<file path="config.mk">
export PLATFORM = sky130hd
export DESIGN_NAME = sec_event_rate_limiter
export DESIGN_NICKNAME = d
export VERILOG_FILES = /design/src/rtl/srl_pkg.sv /design/src/rtl/srl_period_timer.sv /design/src/rtl/srl_level_counter.sv /design/src/rtl/sec_event_rate_limiter.sv
export SDC_FILE = /design/constraint.sdc
export NUM_CORES = 1
export LEC_CHECK = 0
export BUFFER_PORTS_ARGS = -buffer_cell sky130_fd_sc_hd__buf_2
export CAP_MARGIN = 20
export CORE_ASPECT_RATIO = 1.25
export CORE_MARGIN = 3
export CORE_UTILIZATION = 25
export DETAILED_ROUTE_END_ITERATION = 12
export GPL_ROUTABILITY_DRIVEN = 1
export GPL_TIMING_DRIVEN = 0
export PLACE_DENSITY = 0.47
export SLEW_MARGIN = 20
export SYNTH_ARGS = -nofsm -noshare
export SYNTH_HDL_FRONTEND = slang
export SYNTH_SLANG_ARGS = --single-unit
</file>
<file path="constraint.sdc">
create_clock -name clk_i -period 3.75 [get_ports clk_i]
set_input_delay 0.75 -clock clk_i [delete_from_list [all_inputs] [get_ports clk_i]]
set_output_delay 0.75 -clock clk_i [all_outputs]
set_load 0.01 [all_outputs]
</file>
<file path="src/rtl/srl_pkg.sv">
package srl_pkg;
    // number of counter increments arriving on one edge (0..3)
    typedef logic [1:0] bump_t;
endpackage

</file>
<file path="src/rtl/srl_period_timer.sv">
module srl_period_timer #(
    parameter int unsigned PERIOD_TICKS = 1_000_000_000
) (
    input  logic clk_i,
    input  logic rst_ni,
    output logic tick_o
);
    localparam int unsigned TMR_W = (PERIOD_TICKS > 2) ? $clog2(PERIOD_TICKS) : 1;
    localparam logic [TMR_W-1:0] LAST = TMR_W'(PERIOD_TICKS - 1);

    typedef struct packed {
        logic [TMR_W-1:0] phase;
    } tmr_t;

    tmr_t st_d, st_q;

    always_comb begin
        st_d = st_q;
        if (st_q.phase == LAST) begin
            st_d.phase = '0;
        end else begin
            st_d.phase = st_q.phase + 1'b1;
        end
    end

    always_ff @(posedge clk_i) begin
        if (!rst_ni) begin
            st_q <= '0;
        end else begin
            st_q <= st_d;
        end
    end

    assign tick_o = (st_q.phase == LAST);
endmodule

</file>
<file path="src/rtl/srl_level_counter.sv">
module srl_level_counter #(
    parameter int unsigned CNT_W = 4
) (
    input  logic              clk_i,
    input  logic              rst_ni,
    input  srl_pkg::bump_t    bump_i,
    input  logic              drain_i,
    input  logic              force_max_i,
    output logic [CNT_W-1:0]  level_o
);
    localparam int unsigned   SUM_W = CNT_W + 2;
    localparam logic [CNT_W-1:0] TOP = '1;
    localparam logic [SUM_W-1:0] TOP_W = {2'b00, TOP};

    typedef struct packed {
        logic [CNT_W-1:0] level;
    } lvl_t;

    lvl_t st_d, st_q;
    logic [SUM_W-1:0] sum;

    always_comb begin
        st_d = st_q;
        sum  = SUM_W'(st_q.level) + SUM_W'(bump_i);
        if (drain_i && (st_q.level != '0)) begin
            sum = sum - 1'b1;
        end
        if (force_max_i) begin
            st_d.level = TOP;
        end else if (sum > TOP_W) begin
            st_d.level = TOP;
        end else begin
            st_d.level = sum[CNT_W-1:0];
        end
    end

    always_ff @(posedge clk_i) begin
        if (!rst_ni) begin
            st_q <= '0;
        end else begin
            st_q <= st_d;
        end
    end

    assign level_o = st_q.level;
endmodule

</file>
<file path="src/rtl/sec_event_rate_limiter.sv">
module sec_event_rate_limiter #(
    parameter int unsigned CNT_W        = 4,
    parameter int unsigned PERIOD_TICKS = 1_000_000_000
) (
    input  logic             clk_i,
    input  logic             rst_ni,
    input  logic             ev_decrypt_fail_i,
    input  logic             ev_key_use_i,
    input  logic             ev_suspicious_i,
    input  logic             op_req_i,
    output logic             op_grant_o,
    output logic [CNT_W-1:0] sec_count_o,
    output logic             idle_o
);
    typedef struct packed {
        logic grant;
    } gate_t;

    gate_t           gate_d, gate_q;
    logic            period_tick;
    logic [CNT_W-1:0] level;
    srl_pkg::bump_t  bump;

    srl_period_timer #(
        .PERIOD_TICKS (PERIOD_TICKS)
    ) timer_i (
        .clk_i  (clk_i),
        .rst_ni (rst_ni),
        .tick_o (period_tick)
    );

    srl_level_counter #(
        .CNT_W (CNT_W)
    ) level_i (
        .clk_i       (clk_i),
        .rst_ni      (rst_ni),
        .bump_i      (bump),
        .drain_i     (period_tick),
        .force_max_i (ev_suspicious_i),
        .level_o     (level)
    );

    always_comb begin
        gate_d       = gate_q;
        gate_d.grant = op_req_i && (level == '0) && !ev_suspicious_i;
        bump         = {1'b0, ev_decrypt_fail_i} + {1'b0, ev_key_use_i}
                     + {1'b0, gate_d.grant};
    end

    always_ff @(posedge clk_i) begin
        if (!rst_ni) begin
            gate_q <= '0;
        end else begin
            gate_q <= gate_d;
        end
    end

    assign op_grant_o  = gate_q.grant;
    assign sec_count_o = level;
    assign idle_o      = (level == '0);
endmodule

</file>
Word level (Yosys, flattened, before mapping):

Cells that the tools add are included.

* add/sub/neg operators: 5
* magnitude comparators: 1
* equal/unequal tests: 1
* mux-type cells: 3
* bitwise logic cells: 1
* reductions and logical operators: 7

Operators by type and width (count)
* adder 30 x 1 -> 30 bit (second input constant): 1
* == test 30 bit (second input constant): 1
* 2-to-1 mux 4 bit: 2
* greater-than comparator 6 x 4 -> 1 bit (second input constant): 1
* 2-to-1 mux 6 bit: 1
* subtractor 6 x 1 -> 6 bit (second input constant): 1
* adder 4 x 2 -> 5 bit: 1
* logical NOT 4 bit: 1
* nonzero test 4 bit: 1
* logical AND 1 bit: 3
* adder 1 x 1 -> 2 bit: 1
* adder 2 x 1 -> 2 bit: 1
* OR reduction 2 bit: 1
* logical NOT 1 bit: 1
* NOT 1 bit: 1

* register bits after elaboration: 35
* input bits: 6
* output and inout bits: 6
* logic and storage cells: 21

Depth between registers and ports, before layout:

* depth after elaboration: 10
* depth in mapped cells: 12
* mapped depth without buffers: 11

Hierarchy:

From an unflattened synthesis, not the netlist that was laid out.

* cells, all modules: 222
* area total of the unflattened synthesis: 1978.1 um^2

Modules (own cells, without submodules)
* srl_period_timer: instances 1, cells an instance 172, area an instance 1503.9 um^2, sequential area each 600.6 um^2
* srl_level_counter: instances 1, cells an instance 43, area an instance 392.9 um^2, sequential area each 80.1 um^2
* sec_event_rate_limiter: instances 1, cells an instance 7, area an instance 81.3 um^2, sequential area each 20.0 um^2

Least setup slack after synthesis:

No wires, ideal clock.

* path kind: register to register
* from: register level_i.st_q (netlist bit level_i.level_o[2])
* to: register level_i.st_q (netlist bit level_i.level_o[2])
* library setup time: 0.073 ns
* data arrival time: 2.993 ns
* required time: 3.677 ns
* setup slack: 0.685 ns
* stages on the path, launching flop included: 13
* path buffers: 1
* period minus slack after synthesis: 3.065 ns
* cell sequence: dfxtp_1 > clkbuf_1 > or4_1 > inv_1 > and3_1 > ha_1 > fa_1 > inv_1 > ha_1 > o2111ai_1 > or4_1 > o211a_2 > o22ai_2

* word-level cells in the longest chain between the ends: 10
* elaborated cells on any way between the ends: 12
* classes of those cells: 3 x add/sub; 1 x order compare; 3 x mux; 5 x reduce/logical

RTL lines
* start: declaration: RTL line srl_level_counter.sv:19 `lvl_t st_d, st_q;`
* start signal: assignment: RTL line srl_level_counter.sv:41 `st_q <= st_d;`
* logical NOT 4 bit (*)
* via idle_o: RTL line sec_event_rate_limiter.sv:13 `output logic idle_o`
* logical AND 1 bit (*) (2 in a row): RTL line sec_event_rate_limiter.sv:45 `gate_d.grant = op_req_i && (level == '0) && !ev_suspicious_i;`
* via gate_d: RTL line sec_event_rate_limiter.sv:19 `gate_t gate_d, gate_q;`
* adder 2 x 1 -> 2 bit (*): RTL line sec_event_rate_limiter.sv:47 `+ {1'b0, gate_d.grant};`
* adder 4 x 2 -> 5 bit (*): RTL line srl_level_counter.sv:24 `sum = SUM_W'(st_q.level) + SUM_W'(bump_i);`
* subtractor 6 x 1 -> 6 bit: RTL line srl_level_counter.sv:26 `sum = sum - 1'b1;`
* 2-to-1 mux 6 bit (*): RTL line srl_level_counter.sv:25 `if (drain_i && (st_q.level != '0)) begin`
* greater-than comparator 6 x 4 -> 1 bit: RTL line srl_level_counter.sv:30 `end else if (sum > TOP_W) begin`
* 2-to-1 mux 4 bit (*): RTL line srl_level_counter.sv:30
* 2-to-1 mux 4 bit (*): RTL line srl_level_counter.sv:28 `if (force_max_i) begin`

The timed path passes the listed nets; every way through them passes the cells marked *.
A chain may end at the register's enable or synchronous reset.

Worst setup path after layout:

* from: register level_i.st_q (netlist bit level_i.level_o[2])
* to: register level_i.st_q (netlist bit level_i.level_o[0])

* word-level cells in the longest chain between the ends: 10
* elaborated cells on any way between the ends: 12
* classes of those cells: 3 x add/sub; 1 x order compare; 3 x mux; 5 x reduce/logical

RTL lines (RTL line)
* logical NOT 4 bit (*): sec_event_rate_limiter.sv:45
* logical AND 1 bit (*) (2 in a row): sec_event_rate_limiter.sv:45
* via gate_d: sec_event_rate_limiter.sv:19
* adder 2 x 1 -> 2 bit (*): sec_event_rate_limiter.sv:47
* adder 4 x 2 -> 5 bit (*): srl_level_counter.sv:24
* subtractor 6 x 1 -> 6 bit: srl_level_counter.sv:26
* 2-to-1 mux 6 bit (*): srl_level_counter.sv:25
* greater-than comparator 6 x 4 -> 1 bit: srl_level_counter.sv:30
* 2-to-1 mux 4 bit (*): srl_level_counter.sv:30
* 2-to-1 mux 4 bit (*): srl_level_counter.sv:28

Marked as above.

==> impl_metrics.csv <==
group,metric,value,unit
status,status,"completed",
timing,finalMaxSlewViolations,0,
pwr,finalPower,0.836,mW
synth,syn_inst,208,
pwr,p_clk_share,42.5,%
timing,fin_ws,0.440,ns
timing,finalSetupTns,0,ns
synth,synth_fa_ha_area_share,4.97,%
timing,relSlewSlack,65.9,%
floorplan,die_y,101,microns
synth,synth_area_leaders,"dfxtp_1 39%, xnor2_1 11%, nor2_1 6.0%",
synth,yosysWarnings,0,
layout,drive_above_1_share,12.3,%
pwr,p_sw_share,24.0,%
worst_setup_path,reg2regPathDepth,12,
layout,area_delta_synth_final,15.7,%
clock_tree,ctsHoldBuffers,0,
clock_tree,clock-sinks,35,
routing,vias_per_cell,4.57,
synth,yosysMostFrequentCell,"dfxtp_1",
worst_setup_path,crit_type,"reg -> reg",
floorplan,die_w,82.2,microns
place,hpwl,2860,microns
pwr,switchingPower,0.200,mW
clock_tree,cts_tree,"done",
pwr,comb_power_share,11.2,%
routing,firstDrtPassIters,4,
pwr,seq_power_share,46.3,%
timing,post-route-period-util,88.3,%
pwr,vdd_drop_max,0.154,mV
timing,rsz0062_at_grt,"false",
synth,synth_xor_area_share,14.0,%
worst_setup_path,max_stage_delay,0.51,ns
timing,hold_violations,0,
grt,grt_pass1_vias,1408,
synth,yosys.area.top_type,"dfxtp_1",
place,placed_cells,309,
layout,antenna_cells,0,
clock_tree,cts-root-buf,"clkbuf_8",
pwr,leakage,0.725,nW
synth,synth_top_family_by_area,"simple AND/OR/NAND/NOR gates",
layout,design_area,2100,sq um
synth,synth-edff-count,0,
run,max_cap_violations,0,
clock_tree,clk_pin_slew,0.07,ns
routing,vias,1449,
grt,grt_pass1_wl,6460,microns
place,place_congestion,0.779,
layout,final_util,29.9,%
synth,synth_ff_type,"dfxtp_1",
clock_tree,clock_path_buffers,2,
synth,synth_nets,220,
routing,wl_per_cell,12.1,microns
routing,route.detailed.drc,0,
synth,synth_commonest_cells,"35 x dfxtp_1, 29 x nor2_1, 22 x xnor2_1",
timing,worst_pin_slew,0.511,ns
worst_setup_path,cp.required,3.97,ns
pwr,p_int,0.635,mW
grt,antenna_found_initial,0,
grt,globalRouteTotalUtil,10.0,%
synth,synth_simple_gate_area_share,31.5,%
worst_setup_path,cp-end-kind,"flop",
timing,setup_viol,0,
synth,synth.cell_area,1810,sq um
hold_path,min_path_cells,1,
layout,fin_cells,317,
timing,finClkSkew,0.00468,ns
clock_tree,post-cts-setup-buffers,0,
layout,fillCellCount,764,
routing,postRouteAntennaNets,0,
clock_tree,ctsHtreeMaxLevel,2,
place,placed_cell_area,1980,sq um
routing,drtIter0Drc,39,
grt,grt_max_degree,12,
floorplan,io_pins,12,
clock_tree,cts_resized,0,
pwr,pwr_density_cell,398,nW/um^2
layout,multiInputGateArea,1040,sq um
floorplan,fp.dieArea,8320,sq um
synth,synth_area_per_cell,8.72,sq um
synth,synth-compound-area-share,6.42,%
timing,period_minus_slack,3.31,ns
synth,ys_types,36,
layout,regArea,701,sq um
clock_tree,numCtsBuffers,5,
worst_setup_path,crit_slowest_cell,"or4_1",
floorplan,rows,34,
layout,nNetsFinal,238,
timing,whs,0.462,ns
synth,ys_seq_area_share,38.6,%
synth,synthMuxAreaShare,0.621,%
routing,finalWirelength,3830,microns
floorplan,start_util,25.8,%
floorplan,core,7020,sq um
worst_setup_path,path_cells,"clkbuf_1 > or4_1 > inv_1 > and3_1 > ha_1 > fa_1 > inv_1 > ha_1 > o2111ai_1 > or4_1 > o211a_2 > a21oi_1",
place,post-place-ws,0.435,ns
clock_tree,clock_latency,0.29,ns
synth,ys_seq_elements,35,
grt,grt-ovfl-total,0,
synth,synthArstFlopShare,0,%
synth,synth_top_area_share,38.6,%
hold_path,hold_path_class,"reg -> reg",
worst_setup_path,startpoint_type,"flop",
timing,fmax,0.302,GHz
worst_setup_path,critPathMaxFanout,7,
worst_setup_path,crit_arrival,3.53,ns
place,io_buffers,11,
-- cell usage in the layout, fill, tap and decap left out, drive strengths merged, types with 2 or more instances in the layout --
| cell type | synthesis | final |
|---|---|---|
| a21oi | 8 | 8 |
| and2 | 5 | 5 |
| and3 | 3 | 3 |
| and4 | 7 | 7 |
| buf | 2 | 13 |
| clkbuf | 5 | 11 |
| dfxtp | 35 | 35 |
| fa | 2 | 2 |
| ha | 4 | 4 |
| inv | 11 | 11 |
| nand2 | 11 | 11 |
| nand3 | 13 | 13 |
| nand4 | 6 | 6 |
| nor2 | 29 | 29 |
| nor3 | 9 | 9 |
| nor4 | 7 | 7 |
| nor4b | 3 | 3 |
| o21ai | 4 | 4 |
| or3 | 3 | 3 |
| or4 | 2 | 2 |
| xnor2 | 22 | 22 |
| xor2 | 7 | 7 |
-- cells by family after synthesis --
group                    count (synthesis)
AO/OA/AOI/OAI                           18
adder cells (fa/ha/maj)                  6
AND/OR/NAND/NOR                        101
flip-flops                              35
XOR/XNOR                                29
buffers and inverters                   18
multiplexers                             1
-- cell type report --
type	count	share of cell area (%)
clock buffer	6	3.94
multi-input combinational	155	49.7
timing repair buffer	11	2.62
buffer	7	1.37
inverter	11	1.97
clock inverter	2	1.67
sequential	35	33.4
tap	90	5.37
-- power groups by stage --
stage / logic, mW / clock network (mW) / registers, mW
3_3_place_gp: 0.0935 / 0 / 0.396
4_1_cts: 0.0949 / 0.367 / 0.387
2_1_floorplan: 0.0667 / 0 / 0.397
6_report: 0.0939 / 0.355 / 0.387
3_5_place_dp: 0.0943 / 0 / 0.396
5_1_grt: 0.106 / 0.382 / 0.388
-- flip-flops by register name, indices dropped and copies added (netlist names) --
name             flops
level_i.level_o      4
timer_i.st_q        30
op_grant_o           1
-- per-layer routing --
layer / share of wire, % / vias to the layer above / wire length (microns) / GRT usage (%)
met3: 2.6 / 6 / 100 / 1.87
li1: - / 755 / - / -
met4: 2.2 / 0 / 85 / 4.60
met1: 47 / 668 / 1800 / 12.2
met5: 0 / - / 0 / 0
met2: 48 / 20 / 1840 / 16.9
-- worst max-delay path, delay by kind of cell, from the launching register on --
kind	cells	cell delay [ns]
adder cells (fa/ha/maj)	3	0.88
buffers and inverters	3	0.46
AO/OA/AOI/OAI	3	0.46
AND/OR/NAND/NOR	3	1.14
flip-flops	1	0.31
-- path summary, 6_finish.rpt --
check | start | endpoint | slack (ns)
setup / recovery | level_i.level_o[2] | level_i.level_o[0] | 0.44
setup reg to reg | level_i.level_o[2] | level_i.level_o[0] | 0.44
hold reg to reg | timer_i.st_q[0] | timer_i.st_q[0] | 0.46
hold / removal | timer_i.st_q[0] | timer_i.st_q[0] | 0.46
Power figures use the tool's default switching activity.
